### config.mk
export PLATFORM = sky130hd
export DESIGN_NAME = asyncmem_cycle_gen
export DESIGN_NICKNAME = d
export VERILOG_FILES = /design/src/rtl/asyncmem_pkg.sv /design/src/rtl/asyncmem_timing.sv /design/src/rtl/asyncmem_seq.sv /design/src/rtl/asyncmem_xfer_regs.sv /design/src/rtl/asyncmem_cycle_gen.sv
export SDC_FILE = /design/constraint.sdc
export NUM_CORES = 1
export LEC_CHECK = 0
export ABC_AREA = 1
export BUFFER_PORTS_ARGS = -buffer_cell sky130_fd_sc_hd__buf_2
export CORE_MARGIN = 3
export CORE_UTILIZATION = 54
export DETAILED_ROUTE_END_ITERATION = 6
export PLACE_DENSITY = 0.83
export RECOVER_POWER = 50
export SYNTH_ARGS = -nofsm -noshare
export SYNTH_HDL_FRONTEND = slang
export SYNTH_SLANG_ARGS = --single-unit
### constraint.sdc
create_clock -name clk -period 5.41 [get_ports clk]
set_input_delay 0 -clock clk [delete_from_list [all_inputs] [get_ports clk]]
set_output_delay 0 -clock clk [all_outputs]
set_load 0.02 [all_outputs]
### src/rtl/asyncmem_pkg.sv
// Shared widths, field decoders and state type for the asynchronous
// memory strobe sequencer. The field widths are fixed by the coding
// scheme; the counter width covers the largest decoded cycle (895).
package asyncmem_pkg;

    localparam int SETUP_FW = 6;
    localparam int PULSE_FW = 7;
    localparam int CYCLE_FW = 9;
    localparam int FLOAT_FW = 4;
    localparam int CNT_W    = 10;

    typedef logic [CNT_W-1:0] cnt_t;

    typedef enum logic [1:0] {
        ST_IDLE   = 2'd0,
        ST_ACCESS = 2'd1,
        ST_FLOAT  = 2'd2
    } phase_t;

    // Setup: bit5 weighs 128, bits[4:0] are linear.
    function automatic cnt_t decode_setup(input logic [SETUP_FW-1:0] f);
        return cnt_t'({f[5], 7'b0}) + cnt_t'(f[4:0]);
    endfunction

    // Pulse: bit6 weighs 256, bits[5:0] are linear.
    function automatic cnt_t decode_pulse(input logic [PULSE_FW-1:0] f);
        return cnt_t'({f[6], 8'b0}) + cnt_t'(f[5:0]);
    endfunction

    // Cycle: bits[8:7] weigh 256 each step, bits[6:0] are linear.
    function automatic cnt_t decode_cycle(input logic [CYCLE_FW-1:0] f);
        return cnt_t'({f[8:7], 8'b0}) + cnt_t'(f[6:0]);
    endfunction

endpackage

### src/rtl/asyncmem_timing.sv
// Turns the latched coded timing fields into the cycle indices used by the
// sequencer: strobe start, strobe end (exclusive) and the last index of the
// chip-select window. Assumes the fields are stable for the whole access.
// Purely combinational.
module asyncmem_timing
    import asyncmem_pkg::*;
(
    input  logic [SETUP_FW-1:0] setup_f,
    input  logic [PULSE_FW-1:0] pulse_f,
    input  logic [CYCLE_FW-1:0] cycle_f,
    output cnt_t                strobe_on,
    output cnt_t                strobe_off,
    output cnt_t                last_t
);

    cnt_t setup_len;
    cnt_t pulse_len;
    cnt_t cycle_len;
    cnt_t busy_len;
    cnt_t eff_len;

    // Decode the three fields and lengthen the cycle to cover setup + pulse.
    always_comb begin
        setup_len = decode_setup(setup_f);
        pulse_len = decode_pulse(pulse_f);
        cycle_len = decode_cycle(cycle_f);
        busy_len  = setup_len + pulse_len;
        eff_len   = (cycle_len > busy_len) ? cycle_len : busy_len;
    end

    assign strobe_on  = setup_len;
    assign strobe_off = busy_len;
    assign last_t     = (eff_len == '0) ? '0 : eff_len - cnt_t'(1);

endmodule

### src/rtl/asyncmem_seq.sv
// Access sequencer: idle / access / float phases, the in-access cycle
// counter, ready stretching, the read-capture strobe and the acknowledge.
// Assumes the timing indices and attributes come from registers that were
// loaded on the cycle the request was accepted.
module asyncmem_seq
    import asyncmem_pkg::*;
(
    input  logic                clk,
    input  logic                rst_n,
    input  logic                req_valid,
    input  cnt_t                strobe_on,
    input  cnt_t                strobe_off,
    input  cnt_t                last_t,
    input  logic                is_read,
    input  logic                rdy_en,
    input  logic                mem_rdy,
    input  logic [FLOAT_FW-1:0] float_len,
    output logic                accept,
    output logic                access,
    output logic                strobe_act,
    output logic                capture,
    output logic                ack
);

    phase_t              phase_q;
    cnt_t                t_q;
    logic [FLOAT_FW-1:0] f_q;
    logic                ack_q;
    logic                stall;
    logic                last_beat;

    assign access     = (phase_q == ST_ACCESS);
    assign accept     = (phase_q == ST_IDLE) && req_valid;
    assign strobe_act = access && (t_q >= strobe_on) && (t_q < strobe_off);
    assign stall      = strobe_act && rdy_en && !mem_rdy;
    assign capture    = strobe_act && !stall && ((t_q + cnt_t'(1)) == strobe_off);
    assign last_beat  = access && !stall && (t_q == last_t);
    assign ack        = ack_q;

    // Phase machine, cycle counter, float counter and acknowledge register.
    always_ff @(posedge clk) begin
        if (!rst_n) begin
            phase_q <= ST_IDLE;
            t_q     <= '0;
            f_q     <= '0;
            ack_q   <= 1'b0;
        end else begin
            ack_q <= last_beat;
            unique case (phase_q)
                ST_IDLE: begin
                    if (req_valid) begin
                        phase_q <= ST_ACCESS;
                        t_q     <= '0;
                    end
                end
                ST_ACCESS: begin
                    if (last_beat) begin
                        if (is_read && (float_len != '0)) begin
                            phase_q <= ST_FLOAT;
                            f_q     <= '0;
                        end else begin
                            phase_q <= ST_IDLE;
                        end
                    end else if (!stall) begin
                        t_q <= t_q + cnt_t'(1);
                    end
                end
                ST_FLOAT: begin
                    if ((f_q + FLOAT_FW'(1)) == float_len) phase_q <= ST_IDLE;
                    else f_q <= f_q + FLOAT_FW'(1);
                end
                default: phase_q <= ST_IDLE;
            endcase
        end
    end

    // the acknowledge never lasts two cycles.
    a_r5_ack_single: assert property (@(posedge clk) disable iff (!rst_n)
        ack_q |=> !ack_q);

    // a stalled strobe is still active on the next cycle.
    a_r8_stall_holds: assert property (@(posedge clk) disable iff (!rst_n)
        stall |=> strobe_act);

    // the float period never leads straight into a new access.
    a_r12_float_no_start: assert property (@(posedge clk) disable iff (!rst_n)
        (phase_q == ST_FLOAT) |=> (phase_q != ST_ACCESS));

    // after the capture edge the strobe is released.
    a_r7_capture_releases: assert property (@(posedge clk) disable iff (!rst_n)
        capture |=> !strobe_act);

    // the window never closes before the strobe has finished.
    a_r4_window_covers_strobe: assert property (@(posedge clk) disable iff (!rst_n)
        last_beat |-> ((t_q + cnt_t'(1)) >= strobe_off));

endmodule

### src/rtl/asyncmem_xfer_regs.sv
// Request and configuration holding registers plus read-data capture.
// Everything is loaded on the accept cycle and held until the next accept,
// so host inputs may change freely during an access. The 8-bit mode masks
// the upper half of the data path in both directions.
module asyncmem_xfer_regs
    import asyncmem_pkg::*;
#(
    parameter int ADDR_W = 12,
    parameter int DATA_W = 16
) (
    input  logic                clk,
    input  logic                rst_n,
    input  logic                accept,
    input  logic                capture,
    input  logic                req_write,
    input  logic                req_wide,
    input  logic [ADDR_W-1:0]   req_addr,
    input  logic [DATA_W-1:0]   req_wdata,
    input  logic [SETUP_FW-1:0] cfg_setup,
    input  logic [PULSE_FW-1:0] cfg_pulse,
    input  logic [CYCLE_FW-1:0] cfg_cycle,
    input  logic [FLOAT_FW-1:0] cfg_float,
    input  logic                cfg_rdy_en,
    input  logic [DATA_W-1:0]   mem_din,
    output logic                write_q,
    output logic                wide_q,
    output logic                rdy_en_q,
    output logic [FLOAT_FW-1:0] float_q,
    output logic [SETUP_FW-1:0] setup_q,
    output logic [PULSE_FW-1:0] pulse_q,
    output logic [CYCLE_FW-1:0] cycle_q,
    output logic [ADDR_W-1:0]   addr_q,
    output logic [DATA_W-1:0]   dout,
    output logic [DATA_W-1:0]   rdata
);

    localparam int NARROW_W = DATA_W / 2;

    logic [DATA_W-1:0] wdata_q;
    logic [DATA_W-1:0] rdata_q;
    logic [DATA_W-1:0] lane_keep;

    assign lane_keep = wide_q ? {DATA_W{1'b1}}
                              : {{(DATA_W-NARROW_W){1'b0}}, {NARROW_W{1'b1}}};
    assign dout      = wdata_q & lane_keep;
    assign rdata     = rdata_q;

    // Latch the request and its timing on acceptance.
    always_ff @(posedge clk) begin
        if (!rst_n) begin
            write_q  <= 1'b0;
            wide_q   <= 1'b0;
            rdy_en_q <= 1'b0;
            float_q  <= '0;
            setup_q  <= '0;
            pulse_q  <= '0;
            cycle_q  <= '0;
            addr_q   <= '0;
            wdata_q  <= '0;
        end else if (accept) begin
            write_q  <= req_write;
            wide_q   <= req_wide;
            rdy_en_q <= cfg_rdy_en;
            float_q  <= cfg_float;
            setup_q  <= cfg_setup;
            pulse_q  <= cfg_pulse;
            cycle_q  <= cfg_cycle;
            addr_q   <= req_addr;
            wdata_q  <= req_wdata;
        end
    end

    // Sample the device data on the edge that ends a read strobe.
    always_ff @(posedge clk) begin
        if (!rst_n) rdata_q <= '0;
        else if (capture && !write_q) rdata_q <= mem_din & lane_keep;
    end

endmodule

### src/rtl/asyncmem_cycle_gen.sv
// Top of the asynchronous memory strobe sequencer. Joins the holding
// registers, the field decoder and the sequencer, and forms the active-low
// device controls. Chip select has zero setup and spans the whole
// (possibly lengthened) cycle. Assumes one outstanding access at a time.
module asyncmem_cycle_gen
    import asyncmem_pkg::*;
#(
    parameter int ADDR_W = 12,
    parameter int DATA_W = 16
) (
    input  logic                clk,
    input  logic                rst_n,
    input  logic                req_valid,
    input  logic                req_write,
    input  logic                req_wide,
    input  logic [ADDR_W-1:0]   req_addr,
    input  logic [DATA_W-1:0]   req_wdata,
    input  logic [SETUP_FW-1:0] cfg_setup,
    input  logic [PULSE_FW-1:0] cfg_pulse,
    input  logic [CYCLE_FW-1:0] cfg_cycle,
    input  logic [FLOAT_FW-1:0] cfg_float,
    input  logic                cfg_rdy_en,
    output logic                ack,
    output logic [DATA_W-1:0]   rdata,
    output logic                mem_cs_n,
    output logic                mem_rd_n,
    output logic                mem_wr_n,
    output logic [ADDR_W-1:0]   mem_addr,
    output logic [DATA_W-1:0]   mem_dout,
    output logic                mem_doe,
    output logic                mem_wide,
    input  logic [DATA_W-1:0]   mem_din,
    input  logic                mem_rdy
);

    logic                accept;
    logic                capture;
    logic                access;
    logic                strobe_act;
    logic                write_q;
    logic                wide_q;
    logic                rdy_en_q;
    logic [FLOAT_FW-1:0] float_q;
    logic [SETUP_FW-1:0] setup_q;
    logic [PULSE_FW-1:0] pulse_q;
    logic [CYCLE_FW-1:0] cycle_q;
    cnt_t                strobe_on;
    cnt_t                strobe_off;
    cnt_t                last_t;

    asyncmem_xfer_regs #(
        .ADDR_W (ADDR_W),
        .DATA_W (DATA_W)
    ) u_regs (
        .clk        (clk),
        .rst_n      (rst_n),
        .accept     (accept),
        .capture    (capture),
        .req_write  (req_write),
        .req_wide   (req_wide),
        .req_addr   (req_addr),
        .req_wdata  (req_wdata),
        .cfg_setup  (cfg_setup),
        .cfg_pulse  (cfg_pulse),
        .cfg_cycle  (cfg_cycle),
        .cfg_float  (cfg_float),
        .cfg_rdy_en (cfg_rdy_en),
        .mem_din    (mem_din),
        .write_q    (write_q),
        .wide_q     (wide_q),
        .rdy_en_q   (rdy_en_q),
        .float_q    (float_q),
        .setup_q    (setup_q),
        .pulse_q    (pulse_q),
        .cycle_q    (cycle_q),
        .addr_q     (mem_addr),
        .dout       (mem_dout),
        .rdata      (rdata)
    );

    asyncmem_timing u_timing (
        .setup_f    (setup_q),
        .pulse_f    (pulse_q),
        .cycle_f    (cycle_q),
        .strobe_on  (strobe_on),
        .strobe_off (strobe_off),
        .last_t     (last_t)
    );

    asyncmem_seq u_seq (
        .clk        (clk),
        .rst_n      (rst_n),
        .req_valid  (req_valid),
        .strobe_on  (strobe_on),
        .strobe_off (strobe_off),
        .last_t     (last_t),
        .is_read    (!write_q),
        .rdy_en     (rdy_en_q),
        .mem_rdy    (mem_rdy),
        .float_len  (float_q),
        .accept     (accept),
        .access     (access),
        .strobe_act (strobe_act),
        .capture    (capture),
        .ack        (ack)
    );

    // Device control pins, active low, derived from sequencer state.
    always_comb begin
        mem_cs_n = !access;
        mem_rd_n = !(strobe_act && !write_q);
        mem_wr_n = !(strobe_act && write_q);
        mem_doe  = access && write_q;
        mem_wide = wide_q;
    end

    // a strobe only appears inside the chip-select window.
    a_r4_cs_covers_strobe: assert property (@(posedge clk) disable iff (!rst_n)
        (!mem_rd_n || !mem_wr_n) |-> !mem_cs_n);

    // read and write strobes are never low together.
    a_r6_one_strobe: assert property (@(posedge clk) disable iff (!rst_n)
        !(!mem_rd_n && !mem_wr_n));

    // the data bus is driven only inside a chip-select window.
    a_r10_doe_in_window: assert property (@(posedge clk) disable iff (!rst_n)
        mem_doe |-> (!mem_cs_n && mem_rd_n));

    // acknowledge only after chip select has been released.
    a_r5_ack_outside_cs: assert property (@(posedge clk) disable iff (!rst_n)
        ack |-> mem_cs_n);

    // the address is held while chip select stays low.
    a_r13_addr_stable: assert property (@(posedge clk) disable iff (!rst_n)
        (!mem_cs_n && $past(!mem_cs_n)) |-> $stable(mem_addr));

endmodule

==> reports/results.ini, run 1 <==
[synthesis]
synth_top_area_share_pct=34.3
synth_edf_count=0
syn_inst=748
ys_warn_count=0
avgSynthCellArea_um2=7.01
syn_area_mm2=0.00525
synth.area.top_cells=dfxtp_1 (34%), nor2_1 (10%), nand2_1 (8.0%)
synth_fp_nets=852
synth_flop_cell=dfxtp_1
yosysTopAreaCell=dfxtp_1
async_flop_share_pct=0
ys_seq_area_share_pct=34.3
ys_types=46
ys_ff_latch=90

[clock_network]
clk_pin_slew_ns=0.10
h-tree-depth=3
cts-buffers-inserted=9
clockRootBuffer=clkbuf_8
clk_path_buf_depth=2
cts.sinks=90
clock_latency_ns=0.37
cts_tree=built

[detailed_routing]
num_vias=5651
vias_per_cell=5.35
drc=0
dr.pass1.iters=5
drtAntennaViolNets=0
initialDrtViolationCount=409
drt-wirelength-per-cell_um=15.0
wirelength_mm=15.9

[critical_path]
start_kind=register
worst-path-max-fanout=17
worst_ep_required_time_ns=5.67
cp.arrival_ns=5.06
critPathCaptureType=register
path_class=reg2reg

[placed_design]
port_buffers=126
placed_area_mm2=0.00586
dp_hpwl_mm=9.74
place_congestion=0.932

[finish]
fill_cells=697
drive_gt1_share_pct=15.7
n_antenna_cell=0
register_area_mm2=0.00180
syn2layout_area_growth_pct=28.0
multi_input_area_mm2=0.00297
fin_area_mm2=0.00672
final_nets=1027

[grt]
grt_pass1_vias=5682
grt_pass1_wl_mm=26.5
grt_overflow=0
antenna_found_initial=0
grtUsageTotal_pct=29.2
grt_max_degree=77

[timing]
hold_viol_final=0
worst_pin_slew_ns=2.72
drv_slew=119
setup_viol=0
rsz0062_at_grt=false
fmax_ghz=0.208
fin_crit_ns=4.80
clock_skew_ns=0.0152
tns_ns=0
period_share_pct=88.8
maxSlewHeadroom_pct=-81.1

[power_and_ir_drop]
ir_drop_uv=177
p_clk_share_pct=21.2
p_sw_uw=876
swShare_pct=41.6
power_frac_seq_pct=37.2
pwr-share-comb_pct=41.6
powerDensity_mw_per_mm2=314
leakage_nw=3.00
internal_power_mw=1.23

[outcome]
violations=max-capacitance violations, max-slew violations
outcome=finished with violations

[die]
core-area_mm2=0.00933
die_y_um=105
rows=35
io_pins=127
dieWidth_um=105
die_area_mm2=0.0109
floorplan.initialDensity_pct=56.2

[run]
drv_cap=2

[worst_hold_path]
hp-class=in2reg

==> path summary, 6_finish.rpt <==
kind	startpoint	endpoint	slack, ns	cells after the start
hold / removal	rst_n	u_seq.f_q[0]	0.33	3
setup reg to reg	u_regs.setup_q[0]	u_seq.f_q[3]	0.61	27
hold reg to reg	u_regs.wdata_q[9]	u_regs.wdata_q[9]	0.50	2
setup / recovery	u_regs.setup_q[0]	u_seq.f_q[3]	0.61	27
==> cells by family after synthesis <==
logic type	Yosys count	share of synthesized area (%)
simple gates	368	32.3
compound gates	128	13.9
xor+xnor	22	3.67
flops	90	34.3
buf+inv	113	9.23
fa+ha+maj	27	6.58
==> per-layer routing <==
metal	GRT usage, %	vias to the layer above	routed length [µm]
met4	11.4	0	493
met5	0	-	0
met1	35.7	2560	6460
met2	49.8	267	7750
met3	6.42	44	1150
li1	-	2780	-
==> registers in the layout, summed over array words and instances (netlist names) <==
name and cells:
u_seq.ack 1, u_regs.cycle_q 9, u_regs.rdy_en_q 1, u_seq.t_q 10, u_regs.write_q 1, u_seq.phase_q 2, u_regs.wide_q 1, u_seq.f_q 4
u_regs.setup_q 6, u_regs.wdata_q 16, u_regs.pulse_q 7, u_regs.float_q 4, u_regs.rdata 16, u_regs.addr_q 12
==> power groups by stage <==
stage,sequential [mW],combinational [mW],clock [mW]
after global routing,0.790,0.989,0.476
after CTS,0.778,0.860,0.455
after detailed placement,0.793,0.815,0
final,0.783,0.877,0.447
after global placement,0.791,0.804,0
after floorplan,0.786,0.664,0
==> timing repair <==
action / in CTS / in global routing
endpoints found under the setup margin: 0 / 4
gates resized for setup: 0 / 1
buffers inserted: 0 / 0
endpoints found under the hold margin: 73 / 0
hold buffers: 73 / 0
==> worst max-delay path, stage by stage, from the launching register on <==
cell     delay [ns]
dfxtp_1        0.37
ha_1           0.24
fa_1           0.23
nand3_1        0.11
nand2_1        0.12
nand2_1        0.08
a21oi_2        0.23
inv_1          0.09
ha_1           0.28
nand4_1        0.11
nor2_1         0.18
nand4_2        0.28
nand2_4        0.27
nand2_1        0.09
nand2_2        0.11
ha_1           0.19
nand3_1        0.12
nor2_2         0.22
nand3_4        0.23
nand2_1        0.14
xor2_1         0.20
nand2_1        0.09
nor2_2         0.13
nand3_4        0.14
nand2_2        0.19
nand3_1        0.10
nand2_1        0.10
nor2_1         0.06
==> cell usage after synthesis (3+ instances only) <==
cell type	number
a211oi_1	8
a21oi_1	31
a21oi_2	5
buf_2	3
buf_4	8
clkbuf_1	24
dfxtp_1	90
ha_1	26
inv_1	68
inv_2	5
nand2_1	112
nand2_2	18
nand2_4	4
nand3_1	39
nand3_4	4
nand3b_1	4
nand4_1	13
nor2_1	140
nor2_2	5
nor2_4	3
nor3_1	21
o21ai_0	61
o21ai_1	6
xnor2_1	6
xor2_1	16
==> final cells by class <==
type,instances,area share [%]
Clock buffer,10,2.05
Clock inverter,6,0.745
Inverter,75,4.19
Multi-Input combinational cell,545,44.2
Sequential cell,90,26.8
Tap cell,129,2.40
Timing Repair Buffer,202,19.6
==> through the flow <==
step	setup slack [ns]	hold WS, ns	cells	power (mW)	util (%)
after CTS	0.556	0.295	1057	2.09	72.7
after global routing	0.0496	0.396	1057	2.25	72.0
after global placement	0.896	0.249	968	1.59	62.8
after detailed placement	0.613	0.254	968	1.61	62.8
after floorplan	1.25	0.153	748	1.45	-
final	0.606	0.332	1057	2.11	72.0
==> cell usage in the layout (no fill, tap or decap), drive strengths merged <==
master       synthesis  routed
o221ai               1       1
xnor2                6       6
a31oi                1       1
nand3b               4       4
clkbuf              24      59
nor2               148     148
o41ai                1       1
o22ai                1       1
clkinvlp             0       1
a311oi               1       1
a21boi               1       1
ha                  26      26
o2111ai              2       2
dlygate4sd3          0      73
nor4                 1       1
nand2              134     134
o21bai               2       2
buf                 14      80
o31ai                1       1
clkinv               2       5
fa                   1       1
nand4               14      14
a31o                 1       1
nand3               44      44
a21oi               36      36
inv                 73      75
xor2                16      16
dfxtp               90      90
nor3                21      21
a211oi               8       8
nor3b                2       2
o21a                 2       2
o211ai               2       2
o21ai               68      68
Note: power is estimated with default switching activity, not from simulation.
==> run 2, diff against run 1 <==
--- a/config.mk
+++ b/config.mk
@@ -8,10 +8,11 @@
 export ABC_AREA = 1
 export BUFFER_PORTS_ARGS = -buffer_cell sky130_fd_sc_hd__buf_2
 export CORE_MARGIN = 3
-export CORE_UTILIZATION = 54
+export CORE_UTILIZATION = 45
 export DETAILED_ROUTE_END_ITERATION = 6
-export PLACE_DENSITY = 0.83
+export PLACE_DENSITY = 0.72
 export RECOVER_POWER = 50
+export SKIP_CTS_REPAIR_TIMING = 1
 export SYNTH_ARGS = -nofsm -noshare
 export SYNTH_HDL_FRONTEND = slang
 export SYNTH_SLANG_ARGS = --single-unit
==> reports/results.ini, run 2 (synthesized netlist as in run 1, its figures left out) <==
[timing]
fin_crit_ns=4.85  ; +0.0437 ns
setup_viol=0  ; unchanged
fmax_ghz=0.206  ; -0.90%
worst_pin_slew_ns=2.74  ; +0.0266 ns
clock_skew_ns=0.00892  ; -0.00628 ns
drv_slew=77  ; -35%
hold_viol_final=4  ; +4
rsz0062_at_grt=false
maxSlewHeadroom_pct=-82.9  ; -1.8 points
period_share_pct=89.6  ; +0.81 points
tns_ns=0  ; unchanged
fin_hold_ws_ns=-0.0811  ; -0.413 ns

[placed_design]
placed_area_mm2=0.00587  ; +0.23%
dp_hpwl_mm=9.79  ; +0.50%
port_buffers=126  ; unchanged
place_congestion=0.952  ; +2.1%

[detailed_routing]
dr.pass1.iters=5  ; unchanged
initialDrtViolationCount=299  ; -27%
vias_per_cell=5.03  ; -5.9%
wirelength_mm=14.5  ; -8.6%
drc=0  ; unchanged
drtAntennaViolNets=0  ; unchanged
drt-wirelength-per-cell_um=13.6  ; -9.0%
num_vias=5340  ; -5.5%

[critical_path]
r2r_start=u_regs.setup_q[0]
critPathCaptureType=register
path_class=reg2reg
timing.critical_path.buf_inv=1  ; unchanged
worst-path-max-fanout=17  ; unchanged
rrSetupSlack_ns=0.56  ; -0.04 ns
cp_top_family=simple AND/OR/NAND/NOR gates
startpoint=u_regs.setup_q[0]
worst_ep_required_time_ns=5.64  ; -0.03 ns
slowest_stage=dfxtp_1
cp.arrival_ns=5.08  ; +0.02 ns
cpPeakStageDelay_ns=0.36  ; about the same
cpMostUsedCell=nand2_1
start_kind=register

[finish]
multi_input_area_mm2=0.00296  ; -0.13%
layout_common_cells=nor2_1 (140), nand2_1 (111), dfxtp_1 (90), buf_2 (79)
n_antenna_cell=0  ; unchanged
fin_area_mm2=0.00681  ; +1.4%
drive_gt1_share_pct=15.7  ; about the same
final_nets=1022  ; -0.49%
final_common_cell=nor2_1
register_area_mm2=0.00180  ; unchanged
fill_cells=1036  ; +49%
syn2layout_area_growth_pct=29.8

[die]
floorplan.initialDensity_pct=47.2  ; -9.1 points
io_pins=127  ; unchanged
dieWidth_um=114  ; +9.0%
core-area_mm2=0.0111  ; +19%
rows=38  ; +8.6%
die_y_um=114  ; +9.0%
die_area_mm2=0.0130  ; +19%

[power_and_ir_drop]
powerDensity_mw_per_mm2=339  ; +8.0%
ir_drop_uv=281  ; +58%
leakage_nw=3.04  ; +1.3%

[outcome]
violations=negative hold slack, max-capacitance violations, max-slew violations
outcome=finished with violations

[grt]
antenna_found_initial=0  ; unchanged
grt_max_degree=77  ; unchanged
grt_overflow=0  ; unchanged
grtUsageTotal_pct=20.2  ; -9.0 points
grt_pass1_wl_mm=21.7  ; -18%
grt_pass1_vias=4658  ; -18%

[clock_network]
cts.sinks=90  ; unchanged
clk_pin_slew_ns=0.07  ; -0.03 ns
clockRootBuffer=clkbuf_16
clk_path_buf_depth=2  ; unchanged
clock_latency_ns=0.34  ; -0.03 ns
h-tree-depth=3  ; unchanged
cts_tree=built
cts-buffers-inserted=9  ; unchanged

[worst_hold_path]
hp-start=cfg_float[0]
hp-class=in2reg

[run]
drv_cap=1  ; -1

[run 2: power by group]
| group | internal, mW | switching [mW] | total (mW) | leakage [nW] |
|---|---|---|---|---|
| clock | 0.404 | 0.266 | 0.670 | 0.152 |
| combinational | 0.319 | 0.540 | 0.859 | 2.15 |
| sequential | 0.723 | 0.0558 | 0.779 | 0.740 |
[run 2: stage by stage]
step	setup slack (ns)	hold WS, ns	util, %	total power, mW	cells
6_report	0.562	-0.0811	61.2	2.31	1062
5_1_grt	0.0229	0.00772	61.2	2.47	1062
4_1_cts	0.622	-0.0995	55.6	2.28	994
3_5_place_dp	0.630	0.255	52.8	1.61	979
3_3_place_gp	0.849	0.247	52.8	1.60	979
2_1_floorplan	1.25	0.153	-	1.45	748
[run 2: path summary, 6_finish.rpt]
check                  endpoint  depth (start not counted)
max                u_seq.f_q[1]                         27
min           u_regs.float_q[0]                          3
max reg2reg        u_seq.f_q[1]                         27
min reg2reg  u_regs.wdata_q[11]                          2
[run 2: area by class of cell]
class                           instances  area share, %
Inverter                               75           4.14
Clock inverter                          6           1.32
Clock buffer                            9           3.31
Multi-Input combinational cell        545           43.5
Tap cell                              140           2.57
Sequential cell                        90           26.5
Timing Repair Buffer                  197           18.7
[run 2: metal layers]
layer	GRT usage, %	wire length (µm)	up-vias	part of all wire (%)
met3	5.36	827	24	5.7
met2	32.0	6980	160	48
met4	4.83	259	0	1.8
met5	0	0	-	0
met1	27.3	6410	2372	44
li1	-	-	2784	-
[run 2: worst reg2reg max path, cell delays in order, from the launching register on]
cell	delay (ns)
dfxtp_1	0.36
ha_1	0.22
fa_1	0.22
nand3_1	0.10
nand2_1	0.10
nand2_1	0.05
a21oi_1	0.33
inv_1	0.12
ha_1	0.29
nand4_1	0.12
nor2_1	0.18
nand4_2	0.28
nand2_4	0.27
nand2_1	0.10
nand2_2	0.11
ha_1	0.20
nand3_1	0.13
nor2_2	0.23
nand3_4	0.22
nand2_1	0.14
xor2_1	0.19
nand2_1	0.09
nor2_2	0.13
nand3_4	0.13
nand2_2	0.19
nand3_1	0.10
nand2_1	0.11
nor2_1	0.05
==> run 3, diff against run 2 <==
--- a/config.mk
+++ b/config.mk
@@ -10,8 +10,9 @@
 export CORE_MARGIN = 3
 export CORE_UTILIZATION = 45
 export DETAILED_ROUTE_END_ITERATION = 6
+export MAX_ROUTING_LAYER = met4
 export PLACE_DENSITY = 0.72
-export RECOVER_POWER = 50
+export RECOVER_POWER = 100
 export SKIP_CTS_REPAIR_TIMING = 1
 export SYNTH_ARGS = -nofsm -noshare
 export SYNTH_HDL_FRONTEND = slang
==> reports/results.ini, run 3 (synthesized netlist as in run 1, its figures left out) <==
[timing]
clock_skew_ns=0.00638  ; -0.00254 ns
rsz0062_at_grt=false
tns_ns=0  ; unchanged
fin_hold_ws_ns=-0.0579  ; +0.0233 ns
period_share_pct=88.4  ; -1.2 points
fin_crit_ns=4.78  ; -0.0670 ns
worst_pin_slew_ns=1.96  ; -0.781 ns
hold_viol_final=2  ; -2
maxSlewHeadroom_pct=-30.8  ; +52 points
fmax_ghz=0.209  ; +1.4%
drv_slew=99  ; +29%
setup_viol=0  ; unchanged

[grt]
grt_max_degree=67  ; -13%
grt_pass1_vias=4742  ; +1.8%
antenna_found_initial=0  ; unchanged
grt_overflow=0  ; unchanged
grt_pass1_wl_mm=22.3  ; +2.7%
grtUsageTotal_pct=21.6  ; +1.4 points

[critical_path]
rrSetupSlack_ns=0.63  ; +0.07 ns
worst_ep_required_time_ns=5.70  ; +0.06 ns
r2r_end=u_seq.t_q[2]
startpoint=u_regs.setup_q[0]
cpMostUsedCell=nand2_1
r2r_start=u_regs.setup_q[0]
slowest_stage=dfxtp_1
crit_end=u_seq.t_q[2]
start_kind=register
critPathCaptureType=register
r2r_cells=28  ; +3.7%
cpPeakStageDelay_ns=0.36  ; about the same
path_class=reg2reg
worst-path-max-fanout=17  ; unchanged
cp.arrival_ns=5.07  ; about the same

[run]
drv_cap=2  ; +1

[finish]
n_antenna_cell=0  ; unchanged
layout_common_cells=nor2_1 (140), nand2_1 (112), dfxtp_1 (90), buf_2 (76), dlygate4sd3_1 (70)
syn2layout_area_growth_pct=29.7  ; about the same
fin_util_pct=61.2  ; about the same
fin_cells=1065  ; +0.28%
final_nets=1024  ; +0.20%
final_common_cell=nor2_1
drive_gt1_share_pct=15.1  ; -0.59 points

[placed_design]
port_buffers=126  ; unchanged
place_congestion=0.955  ; +0.32%
place_inst=979  ; unchanged
dp_hpwl_mm=9.98  ; +1.9%

[clock_network]
clock_latency_ns=0.35  ; about the same
clockRootBuffer=clkbuf_16
cts.sinks=90  ; unchanged
clk_pin_slew_ns=0.06  ; about the same
h-tree-depth=3  ; unchanged
clk_path_buf_depth=2  ; unchanged
cts-buffers-inserted=9  ; unchanged
cts_tree=built

[detailed_routing]
wirelength_mm=14.9  ; +3.2%
dr_wl_met2_mm=7.13  ; +2.1%
drt-met1-wl_mm=6.63  ; +3.4%
drtAntennaViolNets=0  ; unchanged
drt-wirelength-per-cell_um=14.0  ; +2.9%
num_vias=5440  ; +1.9%
highest_layer=met4
wl_met3_um=901  ; +8.9%
initialDrtViolationCount=376  ; +26%
vias_per_cell=5.11  ; +1.6%
dr.pass1.iters=5  ; unchanged
drc=0  ; unchanged

[power_and_ir_drop]
leakage_nw=3.04  ; -0.24%
powerDensity_mw_per_mm2=338  ; -0.24%
ir_drop_uv=249  ; -11%

[die]
rows=38  ; unchanged
dieWidth_um=114  ; unchanged
floorplan.initialDensity_pct=47.2  ; unchanged
core-area_mm2=0.0111  ; unchanged
die_y_um=114  ; unchanged
io_pins=127  ; unchanged
die_area_mm2=0.0130  ; unchanged

[worst_hold_path]
hp-class=in2reg

[outcome]
violations=negative hold slack, max-capacitance violations, max-slew violations
outcome=finished with violations

-- run 3: cell types whose count changed in the layout (fill, tap and decap cells not counted), moves of 2 or more --
cell           before  now
buf_2              79   76
buf_4               2    0
clkbuf_1           48   53
clkbuf_8            0    2
dlygate4sd3_1      68   70
-- run 3: cell type report --
type | instances | area, µm²
tap | 140 | 175
fill | 1020 | 4320
timing repair buffer | 199 | 1280
multi-input combinational | 545 | 2960
clock inverter | 5 | 60.1
clock buffer | 11 | 253
sequential | 90 | 1800
inverter | 75 | 282
-- run 3: how the worst min path moves through the flow --
| stage | startpoint | cells after the start | slack, ns | endpoint |
|---|---|---|---|---|
| after global routing | cfg_pulse[5] | 3 | 0.008 | u_regs.pulse_q[5] |
| final | mem_din[7] | 3 | -0.06 | u_regs.rdata[7] |
| after floorplan | mem_din[10] | 2 | 0.15 | u_regs.rdata[10] |
| after detailed placement | cfg_pulse[2] | 3 | 0.26 | u_regs.pulse_q[2] |
| after CTS | cfg_pulse[2] | 3 | -0.11 | u_regs.pulse_q[2] |
| after global placement | req_wdata[1] | 3 | 0.25 | u_regs.wdata_q[1] |
-- run 3: through the flow --
| step | setup WS, ns | cell area (µm²) | power [mW] |
|---|---|---|---|
| after floorplan | 1.25 | 5250 | 1.45 |
| after global placement | 0.851 | 5870 | 1.60 |
| after CTS | 0.669 | 6190 | 2.27 |
| after detailed placement | 0.684 | 5870 | 1.61 |
| after global routing | 0.0923 | 6810 | 2.46 |
| final | 0.629 | 6810 | 2.30 |
-- run 3: metal layers --
layer,vias to the layer above,global-route usage (%)
li1,2786,-
met1,2447,29.1
met2,179,32.9
met3,28,3.87
met4,0,6.97
met5,-,-
-- run 3: power breakdown --
| part | total (mW) | switching, mW | internal [mW] | leakage [nW] |
|---|---|---|---|---|
| combinational | 0.860 | 0.541 | 0.319 | 2.14 |
| clock | 0.661 | 0.276 | 0.385 | 0.152 |
| sequential | 0.780 | 0.0571 | 0.723 | 0.740 |
-- run 3: worst max-delay path: cells and delay by family (launching register included) --
kind	cells	cell delay (ns)
buffers and inverters	2	0.21
XOR/XNOR	1	0.18
AND/OR/NAND/NOR	20	2.75
AO/OA/AOI/OAI	1	0.28
flip-flops	1	0.36
adder cells (fa/ha/maj)	4	0.92
